[src/rtl/bcd_fpmul_pkg.sv]
package bcd_fpmul_pkg;

    // One packed BCD digit.
    typedef logic [3:0] digit_t;

    // Sequencer phases.
    typedef enum logic [1:0] {
        PH_IDLE = 2'd0,
        PH_MUL  = 2'd1,
        PH_NORM = 2'd2,
        PH_FIN  = 2'd3
    } phase_t;

    localparam int unsigned DEF_MAX_DIGITS = 14;
    localparam int unsigned DEF_EXP_W      = 8;

endpackage

[src/rtl/bcd_digit_table.sv]
module bcd_digit_table
    import bcd_fpmul_pkg::*;
(
    input  digit_t a_i,
    input  digit_t b_i,
    output digit_t hi_o,
    output digit_t lo_o,
    output logic   bad_o
);

    localparam int unsigned ENTRIES = 256;

    logic [7:0] rom [ENTRIES];

    // Each location holds the two-digit BCD product of its address halves.
    // Locations with a non-decimal half hold 00.
    for (genvar k = 0; k < ENTRIES; k++) begin : g_entry
        localparam int unsigned X = k / 16;
        localparam int unsigned Y = k % 16;
        localparam int unsigned P = X * Y;
        if (X < 10 && Y < 10) begin : g_dec
            assign rom[k] = {4'(P / 10), 4'(P % 10)};
        end else begin : g_inv
            assign rom[k] = 8'h00;
        end
    end

    assign {hi_o, lo_o} = rom[{a_i, b_i}];
    assign bad_o        = (a_i > 4'd9) || (b_i > 4'd9);

endmodule

[src/rtl/bcd_mac_digit.sv]
module bcd_mac_digit
    import bcd_fpmul_pkg::*;
(
    input  digit_t acc_i,
    input  digit_t lo_i,
    input  digit_t hi_i,
    input  digit_t cin_i,
    output digit_t sum_o,
    output digit_t cout_o
);

    logic [4:0] total;
    logic [1:0] up;

    // acc + lo + cin is at most 27. acc + a*b + cin is at most 99,
    // so the outgoing carry is still one decimal digit.
    always_comb begin
        total = {1'b0, acc_i} + {1'b0, lo_i} + {1'b0, cin_i};
        if (total >= 5'd20) begin
            sum_o = 4'(total - 5'd20);
            up    = 2'd2;
        end else if (total >= 5'd10) begin
            sum_o = 4'(total - 5'd10);
            up    = 2'd1;
        end else begin
            sum_o = total[3:0];
            up    = 2'd0;
        end
        cout_o = hi_i + {2'b00, up};
    end

endmodule

[src/rtl/bcd_result_view.sv]
module bcd_result_view
    import bcd_fpmul_pkg::*;
#(
    parameter int unsigned ACC_D = 28,
    parameter int unsigned PTR_W = 5,
    parameter int unsigned N_W   = 4,
    parameter int unsigned IDX_W = 4
) (
    input  logic [ACC_D-1:0][3:0] acc_i,
    input  logic [PTR_W-1:0]      ptr_i,
    input  logic [N_W-1:0]        n_i,
    input  logic                  zero_i,
    input  logic [IDX_W-1:0]      rd_addr_i,
    output digit_t                digit_o
);

    localparam int unsigned SW = PTR_W + IDX_W + 2;

    logic [SW-1:0] pos;
    logic          live;

    // Position in the accumulator = ptr - (N-1) + rd_addr.
    always_comb begin
        pos  = SW'(ptr_i) + SW'(rd_addr_i) + SW'(1) - SW'(n_i);
        live = !zero_i && (SW'(rd_addr_i) < SW'(n_i)) && !pos[SW-1];
        digit_o = '0;
        for (int k = 0; k < ACC_D; k++) begin
            if (live && pos == SW'(k)) begin
                digit_o = acc_i[k];
            end
        end
    end

endmodule

[src/rtl/bcd_fpmul.sv]
module bcd_fpmul
    import bcd_fpmul_pkg::*;
#(
    parameter int unsigned MAXD  = DEF_MAX_DIGITS,
    parameter int unsigned EXP_W = DEF_EXP_W
) (
    input  logic                        clk,
    input  logic                        rst_n,
    input  logic                        ld_en,
    input  logic                        ld_opb,
    input  logic [$clog2(MAXD)-1:0]     ld_addr,
    input  logic [3:0]                  ld_digit,
    input  logic                        ld_exp_en,
    input  logic [EXP_W-1:0]            ld_exp,
    input  logic [$clog2(MAXD+1)-1:0]   prec,
    input  logic                        start,
    output logic                        busy,
    output logic                        done,
    output logic                        err,
    output logic [EXP_W+1:0]            res_exp,
    input  logic [$clog2(MAXD)-1:0]     rd_addr,
    output logic [3:0]                  rd_digit
);

    localparam int unsigned IDX_W = $clog2(MAXD);
    localparam int unsigned N_W   = $clog2(MAXD + 1);
    localparam int unsigned ACC_D = 2 * MAXD;
    localparam int unsigned PTR_W = $clog2(ACC_D);
    localparam int unsigned REX_W = EXP_W + 2;

    typedef struct packed {
        phase_t                   phase;
        logic [N_W-1:0]           n;
        logic [N_W-1:0]           row;
        logic [N_W-1:0]           col;
        logic [PTR_W-1:0]         ptr;
        logic [PTR_W-1:0]         ncnt;
        digit_t                   carry;
        logic                     a_nz;
        logic                     b_nz;
        logic                     err;
        logic [EXP_W-1:0]         ea;
        logic [EXP_W-1:0]         eb;
        logic [MAXD-1:0][3:0]     opa;
        logic [MAXD-1:0][3:0]     opb;
        logic [ACC_D-1:0][3:0]    acc;
    } st_t;

    st_t q, d;

    digit_t           sel_a, sel_b, acc_cur, ptr_dig;
    digit_t           tab_hi, tab_lo, mac_sum, mac_cout;
    digit_t           prod_hi, prod_lo;
    logic             tab_bad;
    logic             in_row, zero;
    logic [PTR_W-1:0] acc_idx;
    logic [PTR_W-1:0] two_n;
    logic [N_W-1:0]   n_eff;

    // ---------------- operand and accumulator selection ----------------
    always_comb begin
        sel_a = '0;
        sel_b = '0;
        for (int k = 0; k < MAXD; k++) begin
            if (q.col == N_W'(k)) sel_a = q.opa[k];
            if (q.row == N_W'(k)) sel_b = q.opb[k];
        end
    end

    assign acc_idx = PTR_W'(q.row) + PTR_W'(q.col);
    assign two_n   = PTR_W'({q.n, 1'b0});
    assign in_row  = (q.col != q.n);
    assign zero    = !(q.a_nz && q.b_nz);

    always_comb begin
        acc_cur = '0;
        ptr_dig = '0;
        for (int k = 0; k < ACC_D; k++) begin
            if (acc_idx == PTR_W'(k)) acc_cur = q.acc[k];
            if (q.ptr == PTR_W'(k))   ptr_dig = q.acc[k];
        end
    end

    // ---------------- datapath: table and digit adder ----------------
    bcd_digit_table i_table (
        .a_i   (sel_a),
        .b_i   (sel_b),
        .hi_o  (tab_hi),
        .lo_o  (tab_lo),
        .bad_o (tab_bad)
    );

    // At the end of a row only the pending carry is written.
    assign prod_hi = in_row ? tab_hi : '0;
    assign prod_lo = in_row ? tab_lo : '0;

    bcd_mac_digit i_mac (
        .acc_i  (acc_cur),
        .lo_i   (prod_lo),
        .hi_i   (prod_hi),
        .cin_i  (q.carry),
        .sum_o  (mac_sum),
        .cout_o (mac_cout)
    );

    assign n_eff = (prec == '0 || prec > N_W'(MAXD)) ? N_W'(MAXD) : prec;

    // ---------------- sequencer next state ----------------
    always_comb begin
        d = q;
        unique case (q.phase)
            PH_IDLE, PH_FIN: begin
                if (ld_en) begin
                    for (int k = 0; k < MAXD; k++) begin
                        if (ld_addr == IDX_W'(k)) begin
                            if (ld_opb) d.opb[k] = ld_digit;
                            else        d.opa[k] = ld_digit;
                        end
                    end
                end
                if (ld_exp_en) begin
                    if (ld_opb) d.eb = ld_exp;
                    else        d.ea = ld_exp;
                end
                if (start) begin
                    d.phase = PH_MUL;
                    d.n     = n_eff;
                    d.row   = '0;
                    d.col   = '0;
                    d.carry = '0;
                    d.err   = 1'b0;
                    d.a_nz  = 1'b0;
                    d.b_nz  = 1'b0;
                    d.acc   = '0;
                end else begin
                    d.phase = PH_IDLE;
                end
            end
            PH_MUL: begin
                for (int k = 0; k < ACC_D; k++) begin
                    if (acc_idx == PTR_W'(k)) d.acc[k] = mac_sum;
                end
                if (in_row) begin
                    d.carry = mac_cout;
                    d.err   = q.err | tab_bad;
                    if (q.row == '0 && sel_a != '0) d.a_nz = 1'b1;
                    if (q.col == '0 && sel_b != '0) d.b_nz = 1'b1;
                    d.col   = q.col + N_W'(1);
                end else begin
                    d.carry = '0;
                    d.col   = '0;
                    if (q.row == q.n - N_W'(1)) begin
                        d.phase = PH_NORM;
                        d.ptr   = two_n - PTR_W'(1);
                        d.ncnt  = '0;
                    end else begin
                        d.row = q.row + N_W'(1);
                    end
                end
            end
            PH_NORM: begin
                if (!zero && ptr_dig == '0 && q.ptr != '0) begin
                    d.ptr = q.ptr - PTR_W'(1);
                end
                if (q.ncnt == two_n - PTR_W'(2)) begin
                    d.phase = PH_FIN;
                end else begin
                    d.ncnt = q.ncnt + PTR_W'(1);
                end
            end
            default: d.phase = PH_IDLE;
        endcase
    end

    always_ff @(posedge clk or negedge rst_n) begin
        if (!rst_n) begin
            q <= '0;
        end else begin
            q <= d;
        end
    end

    // ---------------- outputs ----------------
    assign busy = (q.phase == PH_MUL) || (q.phase == PH_NORM);
    assign done = (q.phase == PH_FIN);
    assign err  = q.err;

    always_comb begin
        if (zero) begin
            res_exp = '0;
        end else begin
            res_exp = {{(REX_W-EXP_W){q.ea[EXP_W-1]}}, q.ea}
                    + {{(REX_W-EXP_W){q.eb[EXP_W-1]}}, q.eb}
                    + REX_W'(q.ptr) + REX_W'(1) - REX_W'(q.n);
        end
    end

    bcd_result_view #(
        .ACC_D (ACC_D),
        .PTR_W (PTR_W),
        .N_W   (N_W),
        .IDX_W (IDX_W)
    ) i_view (
        .acc_i     (q.acc),
        .ptr_i     (q.ptr),
        .n_i       (q.n),
        .zero_i    (zero),
        .rd_addr_i (rd_addr),
        .digit_o   (rd_digit)
    );

endmodule

[config.mk]
export PLATFORM = sky130hd
export DESIGN_NAME = bcd_fpmul
export DESIGN_NICKNAME = d
export VERILOG_FILES = /design/src/rtl/bcd_fpmul_pkg.sv /design/src/rtl/bcd_digit_table.sv /design/src/rtl/bcd_mac_digit.sv /design/src/rtl/bcd_result_view.sv /design/src/rtl/bcd_fpmul.sv
export SDC_FILE = /design/constraint.sdc
export NUM_CORES = 1
export LEC_CHECK = 0
export ABC_AREA = 1
export ABC_CLOCK_PERIOD_IN_PS = 17600
export CAP_MARGIN = 20
export CORE_ASPECT_RATIO = 1.2
export CORE_MARGIN = 5
export CORE_UTILIZATION = 40
export CTS_CLUSTER_DIAMETER = 60
export CTS_CLUSTER_SIZE = 25
export DETAILED_ROUTE_END_ITERATION = 8
export PLACE_DENSITY_LB_ADDON = 0.25
export SYNTH_ARGS = -nofsm -noshare
export SYNTH_HDL_FRONTEND = slang
export SYNTH_SLANG_ARGS = --single-unit
export TNS_END_PERCENT = 10
[constraint.sdc]
create_clock -name clk -period 17.6 [get_ports clk]
set_clock_uncertainty 0.1 [all_clocks]
set_input_delay 4.4 -clock clk [delete_from_list [all_inputs] [get_ports clk]]
set_output_delay 4.4 -clock clk [all_outputs]
set_load 0.005 [all_outputs]
# After elaboration in Yosys (flattened, before gate mapping)

Memories as Yosys holds them, arrays and structs flattened.
Index checks and enable logic that the tools add are counted.

Muxes and demuxes: 173
$lt $le $gt $ge: 7
$add $sub $neg: 20
Eq/ne operators: 164
Bitwise logic cells: 3
Reductions and logical operators: 121

Operators by type and width:

| cell                                            | number |
|---|---|
| two-way mux 4 bit                               | 149 |
| one-hot mux 112 bit (2 select lines)            | 1 |
| == test 11 x 5 -> 1 bit (second input constant) | 12 |
| AND reduction 4 bit                             | 33 |
| == test 5 bit (second input constant)           | 24 |
| two-way mux 112 bit                             | 1 |
| AND reduction 3 bit                             | 32 |
| == test 11 x 4 -> 1 bit (second input constant) | 8 |
| == test 5 x 4 -> 1 bit (second input constant)  | 16 |
| inequality test 2 bit (second input constant)   | 38 |
| == test 4 bit (second input constant)           | 18 |
| == test 4 x 3 -> 1 bit (second input constant)  | 12 |
| == test 11 x 3 -> 1 bit (second input constant) | 4 |
| == test 5 x 3 -> 1 bit (second input constant)  | 8 |
| logical AND 1 bit                               | 35 |
| two-way mux 10 bit                              | 3 |
| == test 4 x 2 -> 1 bit (second input constant)  | 6 |
| two-way mux 8 bit                               | 3 |
| == test 11 x 2 -> 1 bit (second input constant) | 2 |
| == test 5 x 2 -> 1 bit (second input constant)  | 4 |
| zero test 4 bit                                 | 5 |
| one-hot mux 10 bit (2 select lines)             | 1 |
| one-hot mux 8 bit (2 select lines)              | 1 |
| one-hot mux 7 bit (2 select lines)              | 1 |
| other kinds (49)                                | 71 |

Logic and storage cells: 557
Memory bits (read-only): 2048
Output and inout port bits: 17
Memories kept: 1
Bits of input ports: 30
Register bits: 271

Memory list:

| memory          | words | width | rd ports | clocked after Yosys merged registers in | wr ports | line                  | RTL |
|---|---|---|---|---|---|---|---|
| (no name shown) | 256   | 8     | 1        | 0                                       | 0        | bcd_digit_table.sv:28 | `assign {hi_o, lo_o} = rom[{a_i, b_i}];` |

# Longest topological paths before layout

Gate-level depths: netlist of run 1.

Depth after elaboration: 38
Gate-level depth with buffers: 48

# Modules after synthesis

From an unflattened synthesis of run 1, not the netlist that was laid out.

Cells, all modules: 2739
Area, all modules: 18575.3 sq um

By module, submodules not included:

| module          | area each (sq um) | seq. area each (sq um) | cells an instance | instances |
|---|---|---|---|---|
| bcd_fpmul       | 15245.9           | 6781.5                 | 2080              | 1 |
| bcd_result_view | 1919.3            | 0.0                    | 403               | 1 |
| bcd_digit_table | 895.9             | 0.0                    | 181               | 1 |
| bcd_mac_digit   | 514.2             | 0.0                    | 75                | 1 |

# Least setup slack after synthesis of run 1

Ideal clock, no wire load.

Path kind: input-to-output
Start: input port rd_addr[0]
End: output port rd_digit[3]
Buffers on the path: 0
Arrival: 8.207 ns
Stages: 45
Slack: 4.893 ns
Required time: 13.100 ns
Cell sequence: ha_1 fa_1 inv_1 ha_1 inv_1 ha_1 fa_1 xor2_1 inv_1 nand2_1 nor2_1 nand3_1 nor2_1 nand2_1 nor2_1 nor2_1 nand2_1 nand2_1 [9 not listed] nand2_1 nand2_1 nand2_1 nand2_1 nand2_1 nand2_1 nand2_1 nand2_1 nand2_1 nand2_1 nand2_1 nand2_1 nand2_1 nand2_1 nand2_1 nand2_1 nand2_1 nand2_1

Word-level cells in the longest chain between the ends: 34

RTL lines:

| element                                                         | line                  | RTL |
|---|---|---|
| from (decl)                                                     | bcd_fpmul.sv:21       | `input logic [$clog2(MAXD)-1:0] rd_addr,` |
| branches (longest 33 deep; another with adder 11 x 1 -> 11 bit) | --                    |  |
| two-way mux 4 bit (*)                                           | bcd_result_view.sv:28 | `if (live && pos == SW'(k)) begin` |
| to (decl)                                                       | bcd_fpmul.sv:22       | `output logic [3:0] rd_digit` |

Every way passes the cells marked *.

# Final worst setup path of run 1

Start: input port rd_addr[0]
End: output port rd_digit[0]

Same word-level chain as after synthesis.

==> results.py, run 1 <==
metrics = {
    "run_status": {
        "run_status": "complete, no violations",
    },
    "logic_synthesis": {
        "synth.net_count": 2911,
        "post-synth-top-count-cell": "sky130_fd_sc_hd__nand2_1",
        "synth_seq_cells": 271,
        "syn_area_per_cell_sq_um": 6.83,
        "synth.cells.most_frequent": "sky130_fd_sc_hd__nand2_1, sky130_fd_sc_hd__inv_1, sky130_fd_sc_hd__o21ai_0, sky130_fd_sc_hd__dfrtp_1, sky130_fd_sc_hd__nor2_1",
        "yosys.area.top_type": "sky130_fd_sc_hd__dfrtp_1",
        "netlist_instances": 2793,
        "synth_cell_type_count": 62,
        "sequential_cell_area_fraction_in_the_yosys_report": 0.355,
        "synth_top_cells_by_area": "sky130_fd_sc_hd__dfrtp_1, sky130_fd_sc_hd__nand2_1, sky130_fd_sc_hd__o21ai_0",
        "synth_async_reset_ratio": 1.00,
        "fraction_of_synthesized_cell_area_taken_by_the_top_area_cell_type": 0.355,
        "synthesis.area_sq_mm": 0.0191,
        "ys.flop_type": "sky130_fd_sc_hd__dfrtp_1",
        "number_of_flops_mapped_to_enable_cells_by_yosys": 0,
        "synthesis.yosys.warnings": 0,
    },
    "setup_path": {
        "crit_top_cell": "sky130_fd_sc_hd__nand3_1",
        "crit_path_max_fanout": 21,
        "cp-start-kind": "input pin",
        "cp_max_stage_delay_ps": 490,
        "endpoint_kind": "output port",
        "worst_path_max_delay_cell": "sky130_fd_sc_hd__clkdlybuf4s50_1",
        "timing.critical_path.required_ps": 13100,
        "worst-setup-path-type": "input pin to output port",
        "cp_data_arrival_time_ps": 10100,
    },
    "sta": {
        "maxSlewViolCount": 0,
        "fin_crit_share": 0.830,
        "count_of_final_hold_check_violations": 0,
        "holdWs_ps": 385,
        "unrepaired_setup_endpoints_after_global_routing": "false",
        "final.setup.tns_ps": 0,
        "timing.final.setup_violations": 0,
        "clock.fmax_mhz": 68.5,
        "slew_headroom": 0.279,
        "tightestPinTransition_ps": 1080,
        "fin_crit_ps": 14600,
    },
    "route": {
        "drt_first_pass_iters": 6,
        "dr_total_vias": 18300,
        "antenna_left": 0,
        "wirelength_um": 61500,
        "drc": 0,
        "avgRoutedWirePerCell_um": 17.7,
        "drt-initial-drc-count": 1339,
        "via_per_inst": 5.26,
    },
    "run": {
        "cap_violations": 0,
    },
    "cts": {
        "cts_max_level": 1,
        "ctsResizeCount": 0,
        "clock_sink_count": 271,
        "clock_buffer_count_from_cts": 27,
        "cts_max_path_buffers": 3,
        "postCtsHoldBufs": 0,
        "post_cts_buffers": 0,
        "cts.reportedPaths.clkPinSlew_ps": 70,
        "cts.root.buffer_cell": "sky130_fd_sc_hd__clkbuf_16",
        "clock_insertion_delay_worst_skew_ps": 580,
        "cts_tree": "built",
    },
    "place": {
        "gp_congestion": 0.967,
        "dp_hpwl_um": 47300,
        "port-buffer-count": 46,
        "place_area_sq_mm": 0.0202,
    },
    "global_route": {
        "grt_pass1_vias": 18000,
        "grt_overflow": 0,
        "antenna_found_initial": 0,
        "global_route.usage.total": 0.231,
        "grt_pass1_wl_um": 98100,
        "grt_max_degree": 81,
    },
    "final_layout": {
        "flow.area_growth_from_synthesis_pct": 10.8,
        "drive_gt1_frac": 0.0596,
        "area_taken_by_flip_flops_and_latches_sq_mm": 0.00678,
        "n_fill_cell": 4891,
        "multiInputGateArea_sq_mm": 0.0104,
        "n_antenna_cell": 0,
        "postLayoutCellArea_sq_mm": 0.0211,
        "finish.net_count": 2951,
    },
    "worst_hold_path": {
        "min-delay-path-class": "flop to flop",
    },
    "die": {
        "die_w_um": 209,
        "boundaryPins": 47,
        "floorplan.die.height_um": 249,
        "core_outline_area_sq_mm": 0.0471,
        "std_cell_rows": 87,
        "die_area_sq_mm": 0.0522,
        "floorplan.initialDensity": 0.405,
    },
}
## through the flow
step | std cells | setup slack, ps | util
after floorplan | 2793 | 4890 | -
after global placement | 3427 | 3230 | 0.428
after detailed placement | 3427 | 3090 | 0.428
after CTS | 3476 | 3060 | 0.448
after global routing | 3476 | 2520 | 0.448
final | 3476 | 3000 | 0.448
## routing by layer
layer	routed length, um	GRT usage	up-vias
met1	25500	0.284	8535
li1	-	-	9061
met2	31100	0.417	530
met5	0	0	-
met3	2690	0.0259	141
met4	2210	0.0841	0
## path summary, 6_finish.rpt
path,start,end,slack [ps],depth (start not counted)
worst max-delay path,rd_addr[0],rd_digit[0],3000,33
worst min-delay path,q[154],q[154],380,2
worst max register to register,q[262],q[31],10020,40
worst min register to register,q[154],q[154],380,2
max in group asynchronous,rst_n,q[179],10730,4
min in group asynchronous,rst_n,q[44],3690,1
## cell families (layout without fill, tap and decap cells)
kind of cell / count (synthesis) / in the layout / synth area share
xor gates and xnor gates: 24 / 24 / 0.0110
and+or+nand+nor: 1317 / 1317 / 0.298
adders and majority gates: 88 / 88 / 0.0644
DFF: 271 / 271 / 0.355
muxes: 1 / 1 / 0.000590
buffers and inverters: 509 / 569 / 0.102
AOI/OAI and AO/OA: 583 / 583 / 0.168
## cell usage in the layout, fill, tap and decap left out, types with 4 or more instances in the layout
cell type	netlist	routed
sky130_fd_sc_hd__a21oi_2	3	5
sky130_fd_sc_hd__nand3_2	12	12
sky130_fd_sc_hd__a21oi_1	96	94
sky130_fd_sc_hd__nand2_2	17	17
sky130_fd_sc_hd__nor3_1	37	37
sky130_fd_sc_hd__nor4_1	8	8
sky130_fd_sc_hd__o22ai_1	14	14
sky130_fd_sc_hd__fa_1	17	17
sky130_fd_sc_hd__xnor2_1	6	6
sky130_fd_sc_hd__clkdlybuf4s50_1	0	45
sky130_fd_sc_hd__nand3_1	155	155
sky130_fd_sc_hd__inv_1	444	444
sky130_fd_sc_hd__o2111ai_1	8	8
sky130_fd_sc_hd__nand2_1	769	769
sky130_fd_sc_hd__o21bai_1	5	5
sky130_fd_sc_hd__nand4_1	22	22
sky130_fd_sc_hd__inv_8	0	4
sky130_fd_sc_hd__inv_2	21	21
sky130_fd_sc_hd__o21ai_1	33	32
sky130_fd_sc_hd__o21ai_0	363	363
sky130_fd_sc_hd__nor2_2	12	12
sky130_fd_sc_hd__xor2_1	18	18
sky130_fd_sc_hd__dfrtp_1	271	271
sky130_fd_sc_hd__nor2_4	9	9
sky130_fd_sc_hd__o211ai_1	20	20
sky130_fd_sc_hd__nor2_1	236	236
sky130_fd_sc_hd__clkbuf_16	0	27
sky130_fd_sc_hd__a221oi_1	4	4
sky130_fd_sc_hd__ha_1	71	71
sky130_fd_sc_hd__or2_2	11	11
sky130_fd_sc_hd__a31oi_1	11	11
sky130_fd_sc_hd__clkinv_8	0	5
sky130_fd_sc_hd__buf_4	1	7
sky130_fd_sc_hd__nand2_4	8	8
## worst max-delay path: cells and delay by family
family	cells	cell delay, ps
simple gates	18	2130
buf+inv	5	1370
fa+ha+maj	3	1010
compound gates	6	880
xor+xnor	1	280
## sequential cells by signal (all words and copies together), names as in the netlist
signal and count:
err 1, q 270
## cell type report
cell class              count  share of cell area
multi-input cells        2013               0.490
flip-flops and latches    271               0.321
inverters                 467              0.0829
well taps                 623              0.0369
clock buffers              29              0.0328
repair buffers             53              0.0245
clock inverters            20              0.0115
Power of run 1 is left out: the tool's default activity adds up to more than one toggle a clock period on the data nets, which glitch-free logic cannot reach.
==> run 2, diff against run 1 <==
--- a/config.mk
+++ b/config.mk
@@ -6,7 +6,7 @@
 export NUM_CORES = 1
 export LEC_CHECK = 0
 export ABC_AREA = 1
-export ABC_CLOCK_PERIOD_IN_PS = 17600
+export ABC_CLOCK_PERIOD_IN_PS = 13900
 export CAP_MARGIN = 20
 export CORE_ASPECT_RATIO = 1.2
 export CORE_MARGIN = 5
==> constraint.sdc (replaced) <==
create_clock -name clk -period 13.9 [get_ports clk]
set_clock_uncertainty 0.1 [all_clocks]
set_input_delay 3.475 -clock clk [delete_from_list [all_inputs] [get_ports clk]]
set_output_delay 3.475 -clock clk [all_outputs]
set_load 0.005 [all_outputs]
==> results.py, run 2 (same netlist as run 1, synthesis figures left out) <==
metrics = {
    "run_status": {
        "run_status": "complete, no violations",
    },
    "run": {
        "cap_violations": 0,
    },
    "setup_path": {
        "cp-start-kind": "input pin",
        "critical_path.top_delay_family": "simple AND/OR/NAND/NOR gates",
        "crit_path_max_fanout": 21,
        "timing.critical_path.required_ps": 10320,
        "critPathLaunch": "rd_addr[0]",
        "worst_path_max_delay_cell": "sky130_fd_sc_hd__clkdlybuf4s50_1",
        "worst-path-stages": 33,
        "crit_top_cell": "sky130_fd_sc_hd__nand2_1",
        "worst-r2r-cell-count": 40,
        "worst-setup-path-type": "input pin to output port",
        "reg2reg_from": "q[262]",
        "endpoint_kind": "output port",
        "cp_data_arrival_time_ps": 9190,
        "cp_max_stage_delay_ps": 470,
        "timing.critical_path.buf_inv": 6,
    },
    "worst_hold_path": {
        "hold_start": "q[157]",
        "min-delay-path-class": "flop to flop",
        "worstHoldPathCells": 2,
    },
    "route": {
        "wirelength_um": 61800,
        "drt_first_pass_iters": 6,
        "antenna_left": 0,
        "dr_total_vias": 18300,
        "via_per_inst": 5.27,
        "avgRoutedWirePerCell_um": 17.8,
        "drt-initial-drc-count": 1300,
        "drc": 0,
    },
    "final_layout": {
        "drive_gt1_frac": 0.0586,
        "largest_register_ff_count": 270,
        "n_antenna_cell": 0,
        "flow.area_growth_from_synthesis_pct": 10.4,
        "leading_cell_types_in_the_layout_fill_and_taps_excluded": "sky130_fd_sc_hd__nand2_1, sky130_fd_sc_hd__inv_1, sky130_fd_sc_hd__o21ai_0",
        "instances_no_fill": 3473,
        "largest-register": "q",
        "n_fill_cell": 4940,
        "finish.net_count": 2950,
        "layout_commonest_cell": "sky130_fd_sc_hd__nand2_1",
    },
    "sta": {
        "unrepaired_setup_endpoints_after_global_routing": "false",
        "final.setup.tns_ps": 0,
        "maxSlewViolCount": 0,
        "slew_headroom": 0.312,
        "holdWs_ps": 386,
        "clock.fmax_mhz": 78.3,
        "fin_crit_ps": 12770,
        "tightestPinTransition_ps": 1030,
        "finalWorstSetupSlack_ps": 1130,
        "fin_crit_share": 0.919,
        "count_of_final_hold_check_violations": 0,
        "timing.final.setup_violations": 0,
    },
    "cts": {
        "clock_sink_count": 271,
        "cts.reportedPaths.clkPinSlew_ps": 70,
        "cts_max_level": 1,
        "cts_max_path_buffers": 3,
        "clock_buffer_count_from_cts": 25,
        "ctsResizeCount": 0,
        "postCtsHoldBufs": 0,
        "cts_tree": "built",
        "clock_insertion_delay_worst_skew_ps": 560,
        "cts.root.buffer_cell": "sky130_fd_sc_hd__clkbuf_16",
        "post_cts_buffers": 0,
    },
    "global_route": {
        "grt_overflow": 0,
        "antenna_found_initial": 0,
        "grt_pass1_vias": 18100,
        "grt_use_met1": 0.282,
        "grt_max_degree": 80,
        "global_route.usage.total": 0.231,
        "grt.met3_usage": 0.0236,
        "grt_most_used_layer": "met2",
        "grt_pass1_wl_um": 98400,
        "gr-usage-met2": 0.421,
    },
    "die": {
        "die_area_sq_mm": 0.0522,
        "floorplan.initialDensity": 0.405,
        "std_cell_rows": 87,
        "boundaryPins": 47,
        "core_outline_area_sq_mm": 0.0471,
        "floorplan.die.height_um": 249,
        "die_w_um": 209,
    },
    "place": {
        "pre_cts_ws_ps": 1240,
        "placedCellCount": 3428,
        "port-buffer-count": 46,
        "gp_congestion": 0.962,
        "dp_hpwl_um": 47600,
    },
}
## run 2: final timing paths
path | to | slack, ps
worst max-delay path | rd_digit[1] | 1130
worst min-delay path | q[157] | 390
worst max register to register | q[23] | 6260
worst min register to register | q[157] | 390
max in group asynchronous | q[111] | 8900
min in group asynchronous | q[40] | 2790
## run 2: per-layer routing
metal | share of wire | wire (um)
met5 | 0 | 0
met4 | 0.039 | 2430
met3 | 0.041 | 2550
met2 | 0.51 | 31300
met1 | 0.41 | 25500
## run 2: layout make-up
| class | instances | area (sq um) | share of cell area |
|---|---|---|---|
| Clock buffer | 27 | 643 | 0.0305 |
| Clock inverter | 18 | 215 | 0.0102 |
| Inverter | 467 | 1750 | 0.0832 |
| Multi-Input combinational cell | 2013 | 10400 | 0.492 |
| Sequential cell | 271 | 6780 | 0.322 |
| Tap cell | 623 | 779 | 0.0370 |
| Timing Repair Buffer | 54 | 526 | 0.0249 |
## run 2: worst min-delay path, cell delays in order, from the launching register on
cell	delay, ps
sky130_fd_sc_hd__dfrtp_1	350
sky130_fd_sc_hd__nand2_1	50
sky130_fd_sc_hd__o21ai_0	50
## run 2: through the flow
step / util / instance area, sq um
CTS: 0.447 / 21100
global placement: 0.429 / 20200
floorplan: - / 19100
global route: 0.447 / 21100
finish: 0.447 / 21100
detailed placement: 0.429 / 20200
Power of run 2 is left out for the same reason.
==> run 3, diff against run 2 <==
--- a/config.mk
+++ b/config.mk
@@ -14,8 +14,10 @@
 export CTS_CLUSTER_DIAMETER = 60
 export CTS_CLUSTER_SIZE = 25
 export DETAILED_ROUTE_END_ITERATION = 8
+export GPL_TIMING_DRIVEN = 0
 export PLACE_DENSITY_LB_ADDON = 0.25
 export SYNTH_ARGS = -nofsm -noshare
 export SYNTH_HDL_FRONTEND = slang
+export SYNTH_HIERARCHICAL = 1
 export SYNTH_SLANG_ARGS = --single-unit
 export TNS_END_PERCENT = 10
==> results.py, run 3 <==
metrics = {
    "route": {
        "wirelength_um": 58400,
        "antenna_left": 0,
        "dr_total_vias": 17900,
        "via_per_inst": 5.19,
        "avgRoutedWirePerCell_um": 16.9,
        "drt-initial-drc-count": 1335,
        "drc": 0,
        "drt_first_pass_iters": 5,
    },
    "sta": {
        "holdWs_ps": 384,
        "timing.final.setup_violations": 0,
        "fin_crit_share": 0.867,
        "count_of_final_hold_check_violations": 0,
        "slew_headroom": 0.309,
        "fin_crit_ps": 12050,
        "tightestPinTransition_ps": 1030,
        "clock.fmax_mhz": 83.0,
        "unrepaired_setup_endpoints_after_global_routing": "false",
        "maxSlewViolCount": 0,
        "finalWorstSetupSlack_ps": 1850,
        "final.setup.tns_ps": 0,
    },
    "final_layout": {
        "leading_cell_types_in_the_layout_fill_and_taps_excluded": "sky130_fd_sc_hd__nand2_1, sky130_fd_sc_hd__inv_1, sky130_fd_sc_hd__o21ai_0",
        "n_fill_cell": 4804,
        "largest-register": "q",
        "postLayoutCellArea_sq_mm": 0.0208,
        "instances_no_fill": 3458,
        "postLayoutCoreUtil": 0.454,
        "finish.net_count": 2933,
        "largest_register_ff_count": 270,
        "flow.area_growth_from_synthesis_pct": 12.2,
        "layout_commonest_cell": "sky130_fd_sc_hd__nand2_1",
        "drive_gt1_frac": 0.0504,
    },
    "die": {
        "core_outline_area_sq_mm": 0.0459,
        "floorplan.die.height_um": 246,
        "std_cell_rows": 86,
        "die_w_um": 207,
        "boundaryPins": 47,
        "floorplan.initialDensity": 0.404,
        "die_area_sq_mm": 0.0509,
    },
    "setup_path": {
        "cp-start-kind": "input pin",
        "crit_top_cell": "sky130_fd_sc_hd__nand2_1",
        "worst_path_max_delay_cell": "sky130_fd_sc_hd__clkdlybuf4s50_1",
        "cp_data_arrival_time_ps": 8480,
        "endpoint_kind": "output port",
        "cp_max_stage_delay_ps": 510,
        "worst-setup-path-type": "input pin to output port",
        "timing.critical_path.required_ps": 10320,
        "crit_path_max_fanout": 5,
    },
    "logic_synthesis": {
        "synth_async_reset_ratio": 1.00,
        "number_of_flops_mapped_to_enable_cells_by_yosys": 0,
        "yosys.area.top_type": "sky130_fd_sc_hd__dfrtp_1",
        "synthesis.area_sq_mm": 0.0186,
        "sequential_cell_area_fraction_in_the_yosys_report": 0.365,
        "netlist_instances": 2739,
        "fraction_of_synthesized_cell_area_taken_by_the_top_area_cell_type": 0.365,
        "synth_seq_cells": 271,
        "synth_cell_type_count": 56,
        "synth_top_cells_by_area": "sky130_fd_sc_hd__dfrtp_1, sky130_fd_sc_hd__nand2_1, sky130_fd_sc_hd__o21ai_0",
        "post-synth-top-count-cell": "sky130_fd_sc_hd__nand2_1",
        "synth_xor_xnor_area_share": 0.00802,
        "synthesis.yosys.warnings": 6,
        "post_synth_and_or_nand_nor_area_fraction": 0.317,
        "synth_top_family_by_area": "simple AND/OR/NAND/NOR gates",
        "synth_adder_area_share": 0.0639,
        "syn_area_per_cell_sq_um": 6.78,
        "synth.net_count": 2853,
        "ys.flop_type": "sky130_fd_sc_hd__dfrtp_1",
        "synth_compound_area_frac": 0.147,
        "post_synth_mux_area_share": 0.00108,
        "synth.cells.most_frequent": "sky130_fd_sc_hd__nand2_1, sky130_fd_sc_hd__inv_1, sky130_fd_sc_hd__o21ai_0, sky130_fd_sc_hd__dfrtp_1, sky130_fd_sc_hd__nor2_1",
    },
    "run_status": {
        "run_status": "complete, no violations",
    },
    "worst_hold_path": {
        "min-delay-path-class": "flop to flop",
    },
    "place": {
        "dp_hpwl_um": 45900,
        "pre_cts_ws_ps": 1920,
        "gp_congestion": 0.978,
        "placedCellCount": 3404,
        "place_area_sq_mm": 0.0199,
        "port-buffer-count": 46,
    },
    "power": {
        "vdd_ir_drop_max_mv": 0.129,
        "leakage_nw": 9.81,
        "share_of_power_burned_in_registers": 0.238,
        "power_switching_mw": 3.00,
        "power_switching_share": 0.543,
        "post-layout-total-power_mw": 5.52,
        "clock_power_share": 0.140,
        "internal_power_mw": 2.52,
        "pwr_density_cell_mw_per_mm2": 265,
        "combPwrFrac": 0.622,
    },
    "global_route": {
        "grt_overflow": 0,
        "grt_pass1_wl_um": 94100,
        "grt_max_degree": 117,
        "grt_pass1_vias": 17500,
        "global_route.usage.total": 0.229,
        "antenna_found_initial": 2,
    },
    "cts": {
        "postCtsHoldBufs": 0,
        "cts_max_path_buffers": 3,
        "cts.root.buffer_cell": "sky130_fd_sc_hd__clkbuf_16",
        "clock_buffer_count_from_cts": 27,
        "post_cts_buffers": 0,
        "clock_sink_count": 271,
        "ctsResizeCount": 0,
        "cts.reportedPaths.clkPinSlew_ps": 80,
        "clock_insertion_delay_worst_skew_ps": 590,
        "cts_tree": "built",
        "cts_max_level": 1,
    },
    "run": {
        "cap_violations": 0,
    },
}
run 3: cell types whose count changed after synthesis, moves of 7 or more:
cell / previous run / this run
sky130_fd_sc_hd__nand2_1: 769 / 815
sky130_fd_sc_hd__inv_1: 444 / 409
sky130_fd_sc_hd__nand4_1: 22 / 49
sky130_fd_sc_hd__nand3_1: 155 / 176
sky130_fd_sc_hd__a21oi_1: 96 / 76
sky130_fd_sc_hd__nor2_1: 236 / 218
sky130_fd_sc_hd__o211ai_1: 20 / 10
sky130_fd_sc_hd__or2_2: 11 / 21
sky130_fd_sc_hd__o21ai_0: 363 / 354
sky130_fd_sc_hd__inv_2: 21 / 13
sky130_fd_sc_hd__nor2_4: 9 / 2
sky130_fd_sc_hd__xor2_1: 18 / 11
run 3: cell families after synthesis:
logic type,after synthesis
flip-flops,271
AND/OR/NAND/NOR,1377
adder cells (fa/ha/maj),84
multiplexers,2
XOR/XNOR,17
AO/OA/AOI/OAI,518
buffers and inverters,470
run 3: worst paths after layout:
| check | from | to | slack (ps) | depth (start not counted) |
|---|---|---|---|---|
| max | rd_addr[0] | rd_digit[0] | 1850 | 29 |
| min | q[203] | q[203] | 380 | 2 |
| max reg2reg | q[257] | q[17] | 5180 | 38 |
| min reg2reg | q[203] | q[203] | 380 | 2 |
| max in group asynchronous | rst_n | q[151] | 9560 | 3 |
| min in group asynchronous | rst_n | q[22] | 2700 | 1 |
run 3: layer usage:
layer / wire length, um / vias up / global-route usage
met5: 0 / - / 0
met4: 2000 / 0 / 0.0731
met3: 2470 / 111 / 0.0238
met2: 29700 / 448 / 0.415
met1: 24200 / 8396 / 0.284
li1: - / 8976 / -
run 3: power by group through the flow:
| stage | Combinational, mW | Sequential, mW | Clock (mW) |
|---|---|---|---|
| final | 3.43 | 1.31 | 0.775 |
| after global routing | 3.88 | 1.35 | 0.826 |
| after CTS | 3.43 | 1.31 | 0.794 |
| after detailed placement | 3.41 | 1.32 | 0 |
| after global placement | 3.35 | 1.32 | 0 |
| after floorplan | 2.39 | 1.23 | 0 |
run 3: final cells by class:
class / count / area [sq um] / area share
Multi-Input combinational cell: 1998 / 9970 / 0.479
Clock inverter: 21 / 251 / 0.0121
Buffer: 42 / 211 / 0.0101
Timing Repair Buffer: 51 / 536 / 0.0257
Tap cell: 616 / 771 / 0.0370
Antenna cell: 2 / 5.00 / 0.000240
Inverter: 428 / 1610 / 0.0772
Clock buffer: 29 / 703 / 0.0337
Sequential cell: 271 / 6780 / 0.325
run 3: critical path: cells and delay by family:
| kind | cells | cell delay, ps |
|---|---|---|
| compound gates | 1 | 170 |
| simple gates | 20 | 2500 |
| fa+ha+maj | 3 | 1090 |
| buf+inv | 5 | 1220 |
(Power assumes the default switching activity.)
